$ cat src/rtl/lock_pkg.sv
package lock_pkg;
  typedef enum logic [3:0] {
    ST_IDLE   = 4'd0,
    ST_OK1    = 4'd1,
    ST_OK2    = 4'd2,
    ST_OK3    = 4'd3,
    ST_BAD1   = 4'd4,
    ST_BAD2   = 4'd5,
    ST_BAD3   = 4'd6,
    ST_OPEN   = 4'd7,
    ST_CHECK  = 4'd8,
    ST_LOCKED = 4'd9
  } lock_state_e;

  localparam int unsigned NUM_DIGITS = 4;
endpackage

$ cat src/rtl/lock_tick_gen.sv
module lock_tick_gen #(
  parameter int unsigned TICK_BIT = 20
) (
  input  logic clk_i,
  input  logic rst_ni,
  output logic tick_o
);
  logic [TICK_BIT-1:0] cnt_q;

  always_ff @(posedge clk_i or negedge rst_ni) begin
    if (!rst_ni) cnt_q <= '0;
    else         cnt_q <= cnt_q + 1'b1;
  end

  // one pulse every 2**TICK_BIT clocks
  assign tick_o = &cnt_q;
endmodule

$ cat src/rtl/lock_edge_det.sv
module lock_edge_det (
  input  logic clk_i,
  input  logic rst_ni,
  input  logic tick_i,
  input  logic level_i,
  output logic pulse_o
);
  logic s1_q, s2_q;

  always_ff @(posedge clk_i or negedge rst_ni) begin
    if (!rst_ni) begin
      s1_q <= 1'b0;
      s2_q <= 1'b0;
    end else if (tick_i) begin
      s1_q <= level_i;
      s2_q <= s1_q;
    end
  end

  assign pulse_o = tick_i & s1_q & ~s2_q;
endmodule

$ cat src/rtl/lock_fsm.sv
module lock_fsm
  import lock_pkg::*;
#(
  parameter int unsigned POS_W     = 3,
  parameter int unsigned MAX_TRIES = 3,
  parameter logic [NUM_DIGITS*POS_W-1:0] CODE = {3'd7, 3'd5, 3'd1, 3'd3},
  parameter logic [(1<<POS_W)-1:0] SECRET = 8'hA5,
  localparam int unsigned LED_W  = 1 << POS_W,
  localparam int unsigned FAIL_W = $clog2(MAX_TRIES + 1)
) (
  input  logic              clk_i,
  input  logic              rst_ni,
  input  logic              tick_i,
  input  logic              step_i,
  input  logic              enter_i,
  output lock_state_e       state_o,
  output logic [FAIL_W-1:0] fails_o,
  output logic [LED_W-1:0]  led_o
);
  lock_state_e       state_q, state_d;
  logic [POS_W-1:0]  pos_q, pos_d;
  logic [FAIL_W-1:0] fail_q, fail_d;
  logic [NUM_DIGITS-1:0] hit;

  for (genvar g = 0; g < NUM_DIGITS; g++) begin : g_hit
    assign hit[g] = (pos_q == CODE[g*POS_W +: POS_W]);
  end

  logic entry_st;
  assign entry_st = (state_q == ST_IDLE) || (state_q == ST_OK1) ||
                    (state_q == ST_OK2)  || (state_q == ST_OK3) ||
                    (state_q == ST_BAD1) || (state_q == ST_BAD2) ||
                    (state_q == ST_BAD3);

  always_comb begin
    state_d = state_q;
    pos_d   = pos_q;
    fail_d  = fail_q;
    if (tick_i) begin
      if (entry_st && step_i) begin
        pos_d = pos_q + 1'b1;
      end else if (entry_st && enter_i) begin
        unique case (state_q)
          ST_IDLE: state_d = hit[0] ? ST_OK1  : ST_BAD1;
          ST_OK1:  state_d = hit[1] ? ST_OK2  : ST_BAD2;
          ST_OK2:  state_d = hit[2] ? ST_OK3  : ST_BAD3;
          ST_OK3:  state_d = hit[3] ? ST_OPEN : ST_CHECK;
          ST_BAD1: state_d = ST_BAD2;
          ST_BAD2: state_d = ST_BAD3;
          ST_BAD3: state_d = ST_CHECK;
          default: state_d = state_q;
        endcase
      end else if (state_q == ST_CHECK) begin
        pos_d = '0;
        if (fail_q == FAIL_W'(MAX_TRIES - 1)) begin
          state_d = ST_LOCKED;
        end else begin
          fail_d  = fail_q + 1'b1;
          state_d = ST_IDLE;
        end
      end
    end
  end

  always_ff @(posedge clk_i or negedge rst_ni) begin
    if (!rst_ni) begin
      state_q <= ST_IDLE;
      pos_q   <= '0;
      fail_q  <= '0;
    end else begin
      state_q <= state_d;
      pos_q   <= pos_d;
      fail_q  <= fail_d;
    end
  end

  always_comb begin
    if (entry_st)                   led_o = LED_W'(1) << pos_q;
    else if (state_q == ST_OPEN)    led_o = SECRET;
    else if (state_q == ST_LOCKED)  led_o = '1;
    else                            led_o = '0;
  end

  assign state_o = state_q;
  assign fails_o = fail_q;
endmodule

$ cat src/rtl/combo_lock.sv
module combo_lock
  import lock_pkg::*;
#(
  parameter int unsigned TICK_BIT  = 20,
  parameter int unsigned POS_W     = 3,
  parameter int unsigned MAX_TRIES = 3,
  parameter logic [NUM_DIGITS*POS_W-1:0] CODE = {3'd7, 3'd5, 3'd1, 3'd3},
  parameter logic [(1<<POS_W)-1:0] SECRET = 8'hA5,
  localparam int unsigned LED_W  = 1 << POS_W,
  localparam int unsigned FAIL_W = $clog2(MAX_TRIES + 1),
  localparam int unsigned NUM_BTN = 2
) (
  input  logic             clk_i,
  input  logic             rst_ni,
  input  logic             btn_step_ni,
  input  logic             btn_enter_ni,
  output logic [LED_W-1:0] led_o
);
  logic                tick;
  logic [NUM_BTN-1:0]  btn_lvl;
  logic [NUM_BTN-1:0]  btn_pls;
  lock_state_e         state;
  logic [FAIL_W-1:0]   fails;

  assign btn_lvl = ~{btn_enter_ni, btn_step_ni};

  lock_tick_gen #(.TICK_BIT(TICK_BIT)) u_tick (
    .clk_i  (clk_i),
    .rst_ni (rst_ni),
    .tick_o (tick)
  );

  for (genvar b = 0; b < NUM_BTN; b++) begin : g_btn
    lock_edge_det u_edge (
      .clk_i   (clk_i),
      .rst_ni  (rst_ni),
      .tick_i  (tick),
      .level_i (btn_lvl[b]),
      .pulse_o (btn_pls[b])
    );
  end

  lock_fsm #(
    .POS_W     (POS_W),
    .MAX_TRIES (MAX_TRIES),
    .CODE      (CODE),
    .SECRET    (SECRET)
  ) u_fsm (
    .clk_i   (clk_i),
    .rst_ni  (rst_ni),
    .tick_i  (tick),
    .step_i  (btn_pls[0]),
    .enter_i (btn_pls[1]),
    .state_o (state),
    .fails_o (fails),
    .led_o   (led_o)
  );
endmodule

$ cat config.mk
export PLATFORM = sky130hd
export DESIGN_NAME = combo_lock
export DESIGN_NICKNAME = d
export VERILOG_FILES = /design/src/rtl/lock_pkg.sv /design/src/rtl/lock_tick_gen.sv /design/src/rtl/lock_edge_det.sv /design/src/rtl/lock_fsm.sv /design/src/rtl/combo_lock.sv
export SDC_FILE = /design/constraint.sdc
export NUM_CORES = 1
export LEC_CHECK = 0
export ABC_AREA = 1
export CORE_UTILIZATION = 40
export DETAILED_ROUTE_END_ITERATION = 8
export DONT_BUFFER_PORTS = 1
export HOLD_SLACK_MARGIN = 0.06
export PLACE_DENSITY = 0.57
export SYNTH_ARGS = -nofsm -noshare
export SYNTH_HDL_FRONTEND = slang
export SYNTH_SLANG_ARGS = --single-unit
$ cat constraint.sdc
create_clock -name clk_i -period 1.6 [get_ports clk_i]
set_input_delay 0 -clock clk_i [delete_from_list [all_inputs] [get_ports clk_i]]
set_output_delay 0 -clock clk_i [all_outputs]
set_load 0.01 [all_outputs]
==> qor.txt <==
outcome - finished, final reports clean
worst relative slew slack - 72.2%
Max rail drop VDD - 0.660 mV
highest metal layer used by the detailed router - met4
maximum frequency from static timing analysis - 0.651 GHz
highest-delay cell along the critical path - sky130_fd_sc_hd__dfrtp_1
number of failing hold endpoints at the final stage - 0
antenna-violating nets left - 0
nets - 282
flip-flop and latch count after synthesis - 33
average wire per standard cell - 11.1 um
type of the setup path with the least slack - reg -> reg
total of max-cap violations - 0
Final WS setup - 0.0636 ns
register-to-register setup slack - 0.06 ns
maximum single-stage delay on the critical path - 0.36 ns
layout-stage area growth over the synthesis result - 27.5%
Filler Cell Count - 461
number of diodes - 0
detailed-route vias per instance - 4.59
static leakage - 1.33 nW
Worst-path clk slew - 0.08 ns
worst-path maximum fanout - 4
Final Setup Violations - 0
WL met1 - 1.79 mm
fraction of layout cells with a size suffix above 1 - 29.2%
placer congestion estimate - 0.884
effective utilization at floorplan - 41.7%
type of destination of the critical path - register
dominant cell type by area after synthesis - sky130_fd_sc_hd__dfrtp_1
Worst setup SP type - register
Synth Area per Inst - 8.52 um^2
overall die area - 5250 um^2
syn nets - 245
root buffer selected by CTS - sky130_fd_sc_hd__clkbuf_8
worst path cell trace - ha_2 -> nand2_2 -> nor2_4 -> nand2_4 -> nor2_8 -> nand4_4 -> buf_4 -> inv_1 -> nand2_1 -> o21ai_0
overall overflow remaining after global route - 0
pwr dens - 651 nW/um^2
cell total after placement - 319
maximum number of pins on one net before global-route repair - 34
number of I/O port buffers - 0
clock buffer depth - 2
RSZ-0062 raised after global routing - yes
Die Ht - 72.4 um
top post-synthesis cells by area - sky130_fd_sc_hd__dfrtp_1 42%, sky130_fd_sc_hd__nand2_1 10%, sky130_fd_sc_hd__inv_1 5.5%, sky130_fd_sc_hd__ha_1 5.0%, sky130_fd_sc_hd__xnor2_1 4.9%
cts bufs inserted - 5
setup skew after layout - 0.0101 ns
pre-CTS setup slack - 0.0273 ns
Die X-Extent - 72.4 um
number of detailed-route iterations in the first pass - 4
met3 WL - 129 um
sequential area share after synthesis - 41.6%
clock latency on the worst-skew pair - 0.29 ns
data required time at the worst endpoint - 1.81 ns
total met2 wirelength after detailed routing - 1.76 mm
number of clock sinks seen by CTS - 33
number of levels in the clock H-tree - 2
first-pass GRT wire length - 6.50 mm
Hold Slack - 0.141 ns
via count of the first global-routing pass - 1486
initial detailed-routing violation count - 94
number of design rule violations left after detail routing - 0
wirelength, routed - 3.75 mm
final HPWL from detailed placement - 2.85 mm
placeable core region - 4750 um^2
aggregate global-route resource usage - 16.1%
initial antenna violation count - 0
total via count in the routed design - 1552
class of the worst hold path - in -> async
TritonCTS clock tree - done
row count - 25
final instance count without filler cells - 338
synthesized instance count - 233
Slew @ Worst Pin - 0.413 ns
Ports - 12
number of distinct library cell variants in the gate-level netlist after synthesis - 27
Yosys warnings - 0
final-report max-slew violation count - 0
Syn Std Cell Area - 1980 um^2
arrival time reported for the critical path endpoint - 1.75 ns
Period Utilization, post-route - 96.0%
Core Util, Final - 53.2%
crit path time final - 1.54 ns
share of Yosys cell area claimed by the top area cell type - 41.6%
-- area by class of cell --
cell class | count | area [um^2] | area share, %
clock inverters | 3 | 46.3 | 1.83
multi-input cells | 168 | 1130 | 44.7
inverters | 32 | 125 | 4.95
flip-flops and latches | 33 | 827 | 32.7
repair buffers | 30 | 249 | 9.84
clock buffers | 5 | 68.8 | 2.72
well taps | 67 | 83.8 | 3.31
-- layer usage --
| metal | up-vias | track usage (%) |
|---|---|---|
| met1 | 701 | 20.5 |
| met2 | 25 | 26.2 |
| met3 | 8 | 3.89 |
| li1 | 818 | - |
| met5 | - | 0 |
| met4 | 0 | 6.75 |
-- final timing paths --
check                                 start              endpoint  cells after the start
hold / removal                       rst_ni       u_tick.cnt_q[0]                      2
min in group clk_i              btn_step_ni  g_btn[0].u_edge.s1_q                      2
setup reg to reg            u_tick.cnt_q[0]        u_fsm.pos_q[0]                     10
hold reg to reg            u_tick.cnt_q[18]      u_tick.cnt_q[18]                      1
setup / recovery            u_tick.cnt_q[0]        u_fsm.pos_q[0]                     10
max in group asynchronous            rst_ni  g_btn[1].u_edge.s1_q                      2
-- cell usage after synthesis --
library cell	instances
sky130_fd_sc_hd__nand2_1	54
sky130_fd_sc_hd__dfrtp_1	33
sky130_fd_sc_hd__inv_1	29
sky130_fd_sc_hd__nor2_1	20
sky130_fd_sc_hd__nand3_1	14
sky130_fd_sc_hd__xnor2_1	11
sky130_fd_sc_hd__o21ai_0	9
sky130_fd_sc_hd__ha_1	8
sky130_fd_sc_hd__nand2_2	7
sky130_fd_sc_hd__nand4_1	7
sky130_fd_sc_hd__xor2_1	7
sky130_fd_sc_hd__o31ai_1	5
sky130_fd_sc_hd__nor2_4	4
sky130_fd_sc_hd__nor3_1	4
sky130_fd_sc_hd__nand2_4	3
sky130_fd_sc_hd__nor2_2	3
sky130_fd_sc_hd__a21oi_1	2
sky130_fd_sc_hd__inv_2	2
sky130_fd_sc_hd__nor2_8	2
sky130_fd_sc_hd__o21ai_1	2
sky130_fd_sc_hd__clkinv_2	1
sky130_fd_sc_hd__nand3_4	1
sky130_fd_sc_hd__nand3b_1	1
sky130_fd_sc_hd__nand4_2	1
sky130_fd_sc_hd__nand4_4	1
sky130_fd_sc_hd__o21bai_4	1
sky130_fd_sc_hd__o22ai_1	1
-- worst max-delay path: cells and delay by family (launching register included) --
family | cells | cell delay [ns]
adders and majority gates | 1 | 0.19
buffers and inverters | 2 | 0.24
and+or+nand+nor | 6 | 0.58
DFF | 1 | 0.36
AOI/OAI and AO/OA | 1 | 0.07
-- cells by family after synthesis --
family                   synth area share, %
AND/OR/NAND/NOR                         32.8
flip-flops                              41.6
buffers and inverters                   6.12
AO/OA/AOI/OAI                           6.43
XOR/XNOR                                7.94
adder cells (fa/ha/maj)                 5.04
-- placed cells by master (no fill, tap or decap), types with 3 or more instances in the layout --
cell type / count
sky130_fd_sc_hd__nand3_1: 12
sky130_fd_sc_hd__buf_4: 25
sky130_fd_sc_hd__nor3_1: 3
sky130_fd_sc_hd__dfrtp_1: 32
sky130_fd_sc_hd__dlygate4sd3_1: 3
sky130_fd_sc_hd__nand2_1: 52
sky130_fd_sc_hd__ha_1: 6
sky130_fd_sc_hd__xor2_1: 7
sky130_fd_sc_hd__inv_1: 27
sky130_fd_sc_hd__nand4_1: 7
sky130_fd_sc_hd__o21ai_2: 3
sky130_fd_sc_hd__nor2_2: 5
sky130_fd_sc_hd__o31ai_1: 5
sky130_fd_sc_hd__nand2_2: 7
sky130_fd_sc_hd__o21ai_0: 6
sky130_fd_sc_hd__nor2_1: 16
sky130_fd_sc_hd__clkbuf_8: 5
sky130_fd_sc_hd__nand2_4: 5
sky130_fd_sc_hd__inv_2: 3
sky130_fd_sc_hd__xnor2_1: 11
sky130_fd_sc_hd__nor2_4: 6
-- metrics by stage --
step           area (um^2)  TNS [ns]  total power (W)
2_1_floorplan         1980         0         0.000850
3_3_place_gp          2210         0         0.000850
3_5_place_dp          2210         0         0.000850
4_1_cts               2380         0          0.00168
5_1_grt               2530    -0.603          0.00172
6_report              2530         0          0.00165
-- where the power goes --
| part | internal (W) | switching (W) | total, W | leakage [nW] |
|---|---|---|---|---|
| Clock | 0.000466 | 0.000322 | 0.000788 | 0.0543 |
| Sequential | 0.000834 | 0 | 0.000834 | 0.435 |
| Combinational | 0.00000990 | 0.0000170 | 0.0000269 | 0.843 |
| Total | 0.00131 | 0.000339 | 0.00165 | 1.33 |
-- repair_timing --
action / in CTS / in global routing
pin swaps: 0 / 16
hold endpoints to repair: 35 / 0
setup buffers: 0 / 7
endpoints found under the setup margin: 2 / 16
hold buffers: 4 / 0
resized for setup: 1 / 30
-- registers in the layout, summed over array words and instances, names as in the netlist --
register	cells
g_btn.u_edge.s1_q	2
g_btn.u_edge.s2_q	2
u_fsm.state_o	4
u_tick.cnt_q	20
u_fsm.fails_o	2
u_fsm.pos_q	3
(Power assumes the default switching activity.)
